--- src/rtl/pblk_pkg.sv ---
package pblk_pkg;
    localparam int NUM_UNITS = 4;
    localparam int UNIT_W    = 2;

    typedef enum logic [2:0] {
        OP_NOP    = 3'd0,
        OP_SEEK   = 3'd1,
        OP_FORMAT = 3'd2,
        OP_RECAL  = 3'd3,
        OP_READ   = 3'd4,
        OP_VERIFY = 3'd5,
        OP_WRITE  = 3'd6,
        OP_WRDEL  = 3'd7
    } op_e;

    typedef enum logic [2:0] {
        ST_IDLE,
        ST_FETCH,
        ST_CHECK,
        ST_XFER,
        ST_FINISH
    } state_e;

    localparam logic [1:0] RT_ERR = 2'b00;
    localparam logic [1:0] RT_OK  = 2'b10;

    localparam logic [7:0] ERR_NOTRDY = 8'h80;
    localparam logic [7:0] ERR_ADDR   = 8'h08;
    localparam logic [7:0] ERR_WPROT  = 8'h20;
endpackage

--- src/rtl/pblk_fetch.sv ---
module pblk_fetch #(
    parameter int PB_BYTES = 11,
    parameter int KEEP     = 7,
    parameter int AW       = 16
) (
    input  logic              clk,
    input  logic              rst_n,
    input  logic              go_i,
    input  logic [AW-1:0]     base_i,
    output logic              mem_rd_o,
    output logic [AW-1:0]     mem_addr_o,
    input  logic              mem_ack_i,
    input  logic [7:0]        mem_data_i,
    output logic              last_o,
    output logic [KEEP*8-1:0] blk_o
);
    localparam int IDX_W = $clog2(PB_BYTES);
    localparam logic [IDX_W-1:0] LAST_IDX = IDX_W'(PB_BYTES - 1);

    logic          active;
    logic [IDX_W-1:0] idx;
    logic [AW-1:0] base_q;

    always_ff @(posedge clk or negedge rst_n) begin
        if (!rst_n) begin
            active <= 1'b0;
            idx    <= '0;
            base_q <= '0;
            last_o <= 1'b0;
            blk_o  <= '0;
        end else begin
            last_o <= 1'b0;
            if (go_i && !active) begin
                active <= 1'b1;
                idx    <= '0;
                base_q <= base_i;
            end else if (active && mem_ack_i) begin
                if (int'(idx) < KEEP)
                    blk_o[int'(idx)*8 +: 8] <= mem_data_i;
                if (idx == LAST_IDX) begin
                    active <= 1'b0;
                    last_o <= 1'b1;
                end else begin
                    idx <= idx + 1'b1;
                end
            end
        end
    end

    assign mem_rd_o   = active;
    assign mem_addr_o = base_q + AW'(idx);


    req_hold_chk: assert property (@(posedge clk) disable iff (!rst_n)
        (mem_rd_o && !mem_ack_i) |=> (mem_rd_o && $stable(mem_addr_o)));


    last_pulse_chk: assert property (@(posedge clk) disable iff (!rst_n)
        last_o |=> !last_o);
endmodule

--- src/rtl/pblk_check.sv ---
module pblk_check
    import pblk_pkg::*;
#(
    parameter int MAX_SECTOR = 26,
    parameter int MAX_TRACK  = 76
) (
    input  op_e        op_i,
    input  logic [7:0] count_i,
    input  logic [7:0] track_i,
    input  logic [7:0] sector_i,
    input  logic       ready_i,
    input  logic       wprot_i,
    output logic [7:0] err_o
);
    logic [8:0] span;
    logic       addr_bad;
    logic       prot_hit;

    always_comb begin
        span     = {1'b0, sector_i} + {1'b0, count_i};
        addr_bad = (sector_i == 8'd0)
                || (sector_i > 8'(MAX_SECTOR))
                || (span > 9'(MAX_SECTOR + 1))
                || (track_i > 8'(MAX_TRACK));
        prot_hit = wprot_i && ((op_i == OP_FORMAT) || (op_i == OP_WRITE));
        if (!ready_i)
            err_o = ERR_NOTRDY;
        else if ((op_i != OP_RECAL) && addr_bad)
            err_o = ERR_ADDR;
        else if (prot_hit)
            err_o = ERR_WPROT;
        else
            err_o = 8'h00;
    end
endmodule

--- src/rtl/pblk_headpos.sv ---
module pblk_headpos
    import pblk_pkg::*;
(
    input  logic                   clk,
    input  logic                   rst_n,
    input  logic                   we_i,
    input  logic [UNIT_W-1:0]      unit_i,
    input  logic [7:0]             track_i,
    input  logic [7:0]             sector_i,
    output logic [NUM_UNITS*8-1:0] track_o,
    output logic [NUM_UNITS*8-1:0] sector_o
);
    for (genvar u = 0; u < NUM_UNITS; u++) begin : g_unit
        always_ff @(posedge clk or negedge rst_n) begin
            if (!rst_n) begin
                track_o[u*8 +: 8]  <= 8'd0;
                sector_o[u*8 +: 8] <= 8'd0;
            end else if (we_i && (unit_i == UNIT_W'(u))) begin
                track_o[u*8 +: 8]  <= track_i;
                sector_o[u*8 +: 8] <= sector_i;
            end
        end
    end


    hold_pos_chk: assert property (@(posedge clk) disable iff (!rst_n)
        !we_i |=> ($stable(track_o) && $stable(sector_o)));
endmodule

--- src/rtl/pblk_engine.sv ---
module pblk_engine
    import pblk_pkg::*;
#(
    parameter int AW         = 16,
    parameter int PB_BYTES   = 11,
    parameter int MAX_SECTOR = 26,
    parameter int MAX_TRACK  = 76
) (
    input  logic                   clk,
    input  logic                   rst_n,
    input  logic                   start_i,
    input  logic [AW-1:0]          blk_ptr_i,
    output logic                   mem_rd_o,
    output logic [AW-1:0]          mem_addr_o,
    input  logic                   mem_ack_i,
    input  logic [7:0]             mem_data_i,
    input  logic [NUM_UNITS-1:0]   drv_ready_i,
    input  logic [NUM_UNITS-1:0]   drv_wprot_i,
    output logic                   xfer_go_o,
    output logic [2:0]             xfer_op_o,
    output logic [UNIT_W-1:0]      xfer_unit_o,
    output logic [7:0]             xfer_count_o,
    output logic [7:0]             xfer_track_o,
    output logic [7:0]             xfer_sector_o,
    output logic [15:0]            xfer_buf_o,
    input  logic                   xfer_done_i,
    output logic                   busy_o,
    output logic                   done_o,
    output logic [1:0]             res_type_o,
    output logic [7:0]             res_err_o,
    output logic                   irq_o,
    input  logic                   irq_clr_i,
    output logic [NUM_UNITS*8-1:0] hd_track_o,
    output logic [NUM_UNITS*8-1:0] hd_sector_o
);
    localparam int KEEP = 7;

    state_e            state, nxt;
    logic [KEEP*8-1:0] blk;
    logic              fetch_last;
    logic [7:0]        chk_err;
    logic              hd_we;
    logic              enter_fin;

    logic [7:0]        cw, ins, cnt, trk, sec;
    logic [15:0]       bufa;
    op_e               op;
    logic [UNIT_W-1:0] unit;
    logic              is_xfer;

    assign cw   = blk[7:0];
    assign ins  = blk[15:8];
    assign cnt  = blk[23:16];
    assign trk  = blk[31:24];
    assign sec  = blk[39:32];
    assign bufa = blk[55:40];
    assign op   = op_e'(ins[2:0]);
    assign unit = ins[5:4];
    assign is_xfer = (op == OP_READ) || (op == OP_WRITE) || (op == OP_FORMAT);

    pblk_fetch #(.PB_BYTES(PB_BYTES), .KEEP(KEEP), .AW(AW)) u_fetch (
        .clk       (clk),
        .rst_n     (rst_n),
        .go_i      ((state == ST_IDLE) && start_i),
        .base_i    (blk_ptr_i),
        .mem_rd_o  (mem_rd_o),
        .mem_addr_o(mem_addr_o),
        .mem_ack_i (mem_ack_i),
        .mem_data_i(mem_data_i),
        .last_o    (fetch_last),
        .blk_o     (blk)
    );

    pblk_check #(.MAX_SECTOR(MAX_SECTOR), .MAX_TRACK(MAX_TRACK)) u_check (
        .op_i    (op),
        .count_i (cnt),
        .track_i (trk),
        .sector_i(sec),
        .ready_i (drv_ready_i[unit]),
        .wprot_i (drv_wprot_i[unit]),
        .err_o   (chk_err)
    );

    assign hd_we = (state == ST_CHECK) && (chk_err == 8'h00)
                && ((op == OP_SEEK) || (op == OP_RECAL));

    pblk_headpos u_pos (
        .clk     (clk),
        .rst_n   (rst_n),
        .we_i    (hd_we),
        .unit_i  (unit),
        .track_i ((op == OP_RECAL) ? 8'd0 : trk),
        .sector_i(sec),
        .track_o (hd_track_o),
        .sector_o(hd_sector_o)
    );

    always_comb begin
        nxt = state;
        unique case (state)
            ST_IDLE:   if (start_i) nxt = ST_FETCH;
            ST_FETCH:  if (fetch_last) nxt = ST_CHECK;
            ST_CHECK:  nxt = ((chk_err == 8'h00) && is_xfer) ? ST_XFER : ST_FINISH;
            ST_XFER:   if (xfer_done_i) nxt = ST_FINISH;
            ST_FINISH: nxt = ST_IDLE;
            default:   nxt = ST_IDLE;
        endcase
    end

    always_ff @(posedge clk or negedge rst_n) begin
        if (!rst_n) state <= ST_IDLE;
        else        state <= nxt;
    end

    assign enter_fin = (state != ST_FINISH) && (nxt == ST_FINISH);

    always_ff @(posedge clk or negedge rst_n) begin
        if (!rst_n) begin
            res_type_o <= RT_OK;
            res_err_o  <= 8'h00;
            irq_o      <= 1'b0;
            xfer_go_o  <= 1'b0;
        end else begin
            xfer_go_o <= (state == ST_CHECK) && (nxt == ST_XFER);
            if (enter_fin) begin
                if ((state == ST_CHECK) && (chk_err != 8'h00)) begin
                    res_type_o <= RT_ERR;
                    res_err_o  <= chk_err;
                end else begin
                    res_type_o <= RT_OK;
                    res_err_o  <= 8'h00;
                end
            end
            if (enter_fin && (cw[5:4] == 2'b00))
                irq_o <= 1'b1;
            else if (irq_clr_i)
                irq_o <= 1'b0;
        end
    end

    assign busy_o        = (state != ST_IDLE);
    assign done_o        = (state == ST_FINISH);
    assign xfer_op_o     = ins[2:0];
    assign xfer_unit_o   = unit;
    assign xfer_count_o  = cnt;
    assign xfer_track_o  = trk;
    assign xfer_sector_o = sec;
    assign xfer_buf_o    = bufa;


    done_pulse_chk: assert property (@(posedge clk) disable iff (!rst_n)
        done_o |=> !done_o);


    start_busy_chk: assert property (@(posedge clk) disable iff (!rst_n)
        (start_i && !busy_o) |=> busy_o);


    go_pulse_chk: assert property (@(posedge clk) disable iff (!rst_n)
        xfer_go_o |=> (!xfer_go_o && busy_o && !done_o));


    err_type_chk: assert property (@(posedge clk) disable iff (!rst_n)
        (done_o && (res_err_o != 8'h00)) |-> (res_type_o == RT_ERR));


    irq_rise_chk: assert property (@(posedge clk) disable iff (!rst_n)
        $rose(irq_o) |-> done_o);
endmodule

--- config.mk ---
export PLATFORM = sky130hd
export DESIGN_NAME = pblk_engine
export DESIGN_NICKNAME = d
export VERILOG_FILES = /design/src/rtl/pblk_pkg.sv /design/src/rtl/pblk_fetch.sv /design/src/rtl/pblk_check.sv /design/src/rtl/pblk_headpos.sv /design/src/rtl/pblk_engine.sv
export SDC_FILE = /design/constraint.sdc
export NUM_CORES = 1
export LEC_CHECK = 0
export BUFFER_PORTS_ARGS = -buffer_cell sky130_fd_sc_hd__buf_2
export CELL_PAD_IN_SITES_DETAIL_PLACEMENT = 0
export CELL_PAD_IN_SITES_GLOBAL_PLACEMENT = 1
export CORE_MARGIN = 3
export CORE_UTILIZATION = 30
export CTS_CLUSTER_DIAMETER = 40
export DETAILED_ROUTE_END_ITERATION = 10
export PLACE_DENSITY = 0.62
export REMOVE_ABC_BUFFERS = 1
export SKIP_CTS_REPAIR_TIMING = 1
export SLEW_MARGIN = 0
export SYNTH_ARGS = -nofsm -noshare
export SYNTH_HDL_FRONTEND = slang
export SYNTH_SLANG_ARGS = --single-unit
--- constraint.sdc ---
create_clock -name clk -period 3.7 [get_ports clk]
set_input_delay 0.185 -clock clk [delete_from_list [all_inputs] [get_ports clk]]
set_output_delay 0.185 -clock clk [all_outputs]
set_load 0.02 [all_outputs]
==> run_summary.xml <==
<?xml version="1.0" encoding="UTF-8"?>
<metrics>
  <group name="logic_synthesis">
    <metric name="synth_area_leader_cell" unit="">sky130_fd_sc_hd__dfrtp_1</metric>
    <metric name="yosys_register_bits" unit="">142</metric>
    <metric name="yosys.area_share.simple" unit="">0.112</metric>
    <metric name="synth.yosys.warnings" unit="">0</metric>
    <metric name="synth_area_leaders" unit="">sky130_fd_sc_hd__dfrtp_1, sky130_fd_sc_hd__mux2_2, sky130_fd_sc_hd__mux2_4, sky130_fd_sc_hd__buf_4, sky130_fd_sc_hd__ha_1</metric>
    <metric name="synth.cell_area" unit="mm^2">0.00716</metric>
    <metric name="post_synth_xor_area_fraction" unit="">0.0257</metric>
    <metric name="yosysUniqueCellTypes" unit="">58</metric>
    <metric name="netlist_top_cells_count" unit="">sky130_fd_sc_hd__dfrtp_1, sky130_fd_sc_hd__mux2_2, sky130_fd_sc_hd__nand2_1</metric>
    <metric name="muxShareOfSynthArea" unit="">0.184</metric>
    <metric name="synth_flop_cell" unit="">sky130_fd_sc_hd__dfrtp_1</metric>
    <metric name="number_of_enable_flip_flop_cells_after_synthesis" unit="">0</metric>
    <metric name="synth_async_reset_ratio" unit="">1.00</metric>
    <metric name="synth_adder_area_share" unit="">0.0371</metric>
    <metric name="ys_seq_area_frac" unit="">0.497</metric>
    <metric name="synthesized_netlist_cell_count" unit="">592</metric>
    <metric name="synth_top_area_share" unit="">0.493</metric>
    <metric name="post-synth-top-count-cell" unit="">sky130_fd_sc_hd__dfrtp_1</metric>
    <metric name="synth_compound_area_frac" unit="">0.0662</metric>
    <metric name="dominant_combinational_cell_family_by_area_after_synthesis" unit="">multiplexers</metric>
    <metric name="synth.avg_cell_area" unit="um^2">12.1</metric>
  </group>
  <group name="route">
    <metric name="vias" unit="">4813</metric>
    <metric name="dr_drc_count" unit="">0</metric>
    <metric name="post_drt_wl_per_cell" unit="um">17.0</metric>
    <metric name="drt-vias-per-instance" unit="">4.48</metric>
    <metric name="drt_pass1_iterations" unit="">4</metric>
    <metric name="ant_nets" unit="">0</metric>
    <metric name="drt_iter0_markers" unit="">261</metric>
    <metric name="total_wire_length_after_detailed_routing" unit="um">18200</metric>
  </group>
  <group name="timing">
    <metric name="timing.max_slew.rel_slack" unit="">0.357</metric>
    <metric name="finalSetupViolations" unit="">0</metric>
    <metric name="setup_ws" unit="ps">487</metric>
    <metric name="grt_setup_unrepaired" unit="">false</metric>
    <metric name="setup-tns-final" unit="ps">0</metric>
    <metric name="final-max-slew-violation-count" unit="">0</metric>
    <metric name="final_min_period_over_clock_period" unit="">0.868</metric>
    <metric name="fmax" unit="MHz">311</metric>
    <metric name="max_slew.worst_pin.slew" unit="ps">965</metric>
    <metric name="clock_skew" unit="ps">10.5</metric>
    <metric name="period_minus_slack" unit="ps">3210</metric>
    <metric name="hold_viol_final" unit="">0</metric>
  </group>
  <group name="die">
    <metric name="core_area" unit="mm^2">0.0231</metric>
    <metric name="horizontal_extent_of_the_die" unit="um">160</metric>
    <metric name="floorplan.initialDensity" unit="">0.311</metric>
    <metric name="std_cell_rows" unit="">55</metric>
    <metric name="fp.dieH" unit="um">160</metric>
    <metric name="io_pins" unit="">178</metric>
    <metric name="dieArea" unit="mm^2">0.0258</metric>
  </group>
  <group name="worst_setup_path">
    <metric name="timing_worst_setup_path_type" unit="">reg -&gt; reg</metric>
    <metric name="critPathCaptureType" unit="">register</metric>
    <metric name="arrival" unit="ps">3510</metric>
    <metric name="critPathRequiredTime" unit="ps">4000</metric>
    <metric name="critical_path_peak_fanout" unit="">16</metric>
    <metric name="crit_path_start_kind" unit="">register</metric>
    <metric name="crit_slowest_cell" unit="">sky130_fd_sc_hd__dfrtp_1</metric>
    <metric name="crit_path_cell_trace" unit="">ha_1 -&gt; fa_1 -&gt; a211oi_1 -&gt; nor2_1 -&gt; mux2i_1 -&gt; nor4_4 -&gt; nand3_4 -&gt; a21oi_4 -&gt; buf_4 -&gt; mux2_2</metric>
    <metric name="worst_r2r_startpoint" unit="">u_fetch.blk_o[32]</metric>
    <metric name="worst_setup_path_startpoint" unit="">u_fetch.blk_o[32]</metric>
    <metric name="cp_slowest_stage_delay" unit="ps">470</metric>
  </group>
  <group name="finish">
    <metric name="fill_cells" unit="">2269</metric>
    <metric name="n_antenna_cell" unit="">0</metric>
    <metric name="layout.nets" unit="">807</metric>
    <metric name="areaGrowthSynthToFinish" unit="%">22.4</metric>
    <metric name="layout-drive-gt1-share" unit="">0.423</metric>
    <metric name="postLayoutCellArea" unit="mm^2">0.00876</metric>
    <metric name="post-route-util" unit="">0.380</metric>
  </group>
  <group name="grt">
    <metric name="groute.layer.met1.usage" unit="">0.198</metric>
    <metric name="met3_usage" unit="">0.0462</metric>
    <metric name="grt_antenna_before_repair" unit="">0</metric>
    <metric name="overflow" unit="">0</metric>
    <metric name="grt_first_pass_wirelength" unit="um">28800</metric>
    <metric name="groute.layer.met2.usage" unit="">0.221</metric>
    <metric name="grt_pass1_vias" unit="">4905</metric>
    <metric name="largest_net_degree_at_the_start_of_global_routing" unit="">101</metric>
    <metric name="busiest_layer" unit="">met2</metric>
    <metric name="grt_usage" unit="">0.143</metric>
  </group>
  <group name="place">
    <metric name="place_hpwl" unit="um">13400</metric>
    <metric name="place.port_buffers" unit="">171</metric>
    <metric name="placed_area" unit="mm^2">0.00801</metric>
    <metric name="detailedPlace.worstSlack" unit="ps">498</metric>
    <metric name="finalWeightedCongestion" unit="">0.775</metric>
  </group>
  <group name="status">
    <metric name="run_status" unit="">complete, no violations</metric>
  </group>
  <group name="worst_hold_path">
    <metric name="hp-class" unit="">in -&gt; reg</metric>
    <metric name="worst_hold_startpoint" unit="">blk_ptr_i[9]</metric>
  </group>
  <group name="power">
    <metric name="worst_ir_drop_vdd" unit="mV">0.505</metric>
    <metric name="power_leakage" unit="nW">4.47</metric>
    <metric name="totalPowerFinal" unit="mW">6.75</metric>
    <metric name="sequentialPowerShare" unit="">0.343</metric>
    <metric name="power-per-cell-area" unit="mW/mm^2">771</metric>
    <metric name="combinationalPowerShare" unit="">0.401</metric>
    <metric name="power.clock.fraction" unit="">0.256</metric>
    <metric name="p_int" unit="mW">3.98</metric>
    <metric name="total_switching_power" unit="mW">2.77</metric>
    <metric name="netSwitchingFraction" unit="">0.410</metric>
  </group>
  <group name="cts">
    <metric name="numCtsBuffers" unit="">17</metric>
    <metric name="clock_path_buffers" unit="">2</metric>
    <metric name="cts.htree.levels" unit="">4</metric>
    <metric name="clock_insertion_delay_worst_skew" unit="ps">420</metric>
    <metric name="cts.sink_count" unit="">142</metric>
    <metric name="tritoncts" unit="">done</metric>
    <metric name="cts_root_buffer" unit="">sky130_fd_sc_hd__clkbuf_16</metric>
    <metric name="worst_setup_hold_path_clk_slew" unit="ps">60</metric>
  </group>
  <group name="job">
    <metric name="timing.max_cap.violations" unit="">0</metric>
  </group>
</metrics>
power by group through the flow:
| stage | Clock (mW) | Combinational, mW | Sequential [mW] |
|---|---|---|---|
| floorplan | 0 | 1.61 | 2.51 |
| global placement | 0 | 2.72 | 2.35 |
| detailed placement | 0 | 2.71 | 2.35 |
| CTS | 1.79 | 2.73 | 2.32 |
| global route | 1.85 | 2.98 | 2.39 |
| finish | 1.73 | 2.71 | 2.32 |
path summary, 6_finish.rpt:
kind | cells past startpoint | slack [ps] | end
worst min-delay path | 2 | 8 | u_fetch.base_q[9]
min in group asynchronous | 2 | 430 | u_fetch.base_q[15]
worst max register to register | 10 | 490 | u_pos.track_o[25]
worst min register to register | 2 | 460 | res_type_o[1]
max in group asynchronous | 3 | 2320 | u_pos.track_o[7]
worst max-delay path | 10 | 490 | u_pos.track_o[25]
sequential cells by signal, summed over array words and instances, names as in the netlist:
register          flops
u_pos.track_o        32
irq_o                 1
u_pos.sector_o       32
xfer_go_o             1
u_fetch.idx           4
u_fetch.last_o        1
state                 3
res_err_o             3
u_fetch.base_q       16
u_fetch.mem_rd_o      1
res_type_o            1
u_fetch.blk_o        47
cells by family (layout without fill, tap and decap cells):
family,count (synthesis),after routing
multiplexers,103,103
AO/OA/AOI/OAI,69,69
AND/OR/NAND/NOR,157,157
XOR/XNOR,21,21
other,1,6
flip-flops,142,142
adder cells (fa/ha/maj),20,20
buffers and inverters,79,243
cell type report:
type | instances | area (um^2) | area share
Sequential cell | 142 | 3550 | 0.406
Multi-Input combinational cell | 376 | 3070 | 0.350
Timing Repair Buffer | 198 | 1100 | 0.126
Clock buffer | 18 | 439 | 0.0501
Tap cell | 313 | 392 | 0.0447
Clock inverter | 13 | 156 | 0.0178
Inverter | 14 | 52.6 | 0.00600
metrics by stage:
stage / std cells / hold slack [ps]
floorplan: 532 / -111
global placement: 1027 / 379
detailed placement: 1027 / 369
CTS: 1058 / -79.0
global route: 1074 / 2.04
finish: 1074 / 8.18
cell usage in the layout, fill, tap and decap left out, drive strengths merged, types with 10 or more instances in the layout:
cell         netlist  final
inv               14     19
clkbuf             6     18
nor2b             10     10
ha                18     18
dlygate4sd3        0     16
mux2              99     99
nor2              31     31
xnor2             14     14
nand2             58     58
dfrtp            141    141
o21ai             29     29
nand3             11     11
a21oi             13     13
buf               59    182
worst max-delay path: cells and delay by family, from the launching register on:
family / cells / cell delay, ps
DFF: 1 / 470
adders and majority gates: 2 / 690
buffers and inverters: 1 / 320
AOI/OAI and AO/OA: 2 / 410
and+or+nand+nor: 3 / 660
muxes: 2 / 530
per-layer routing:
metal | vias to the layer above | part of all wire
met5 | - | 0
met1 | 2349 | 0.48
met3 | 11 | 0.063
met2 | 136 | 0.46
met4 | 0 | 0.0061
li1 | 2317 | -
Note: power is estimated with default switching activity, not from simulation.
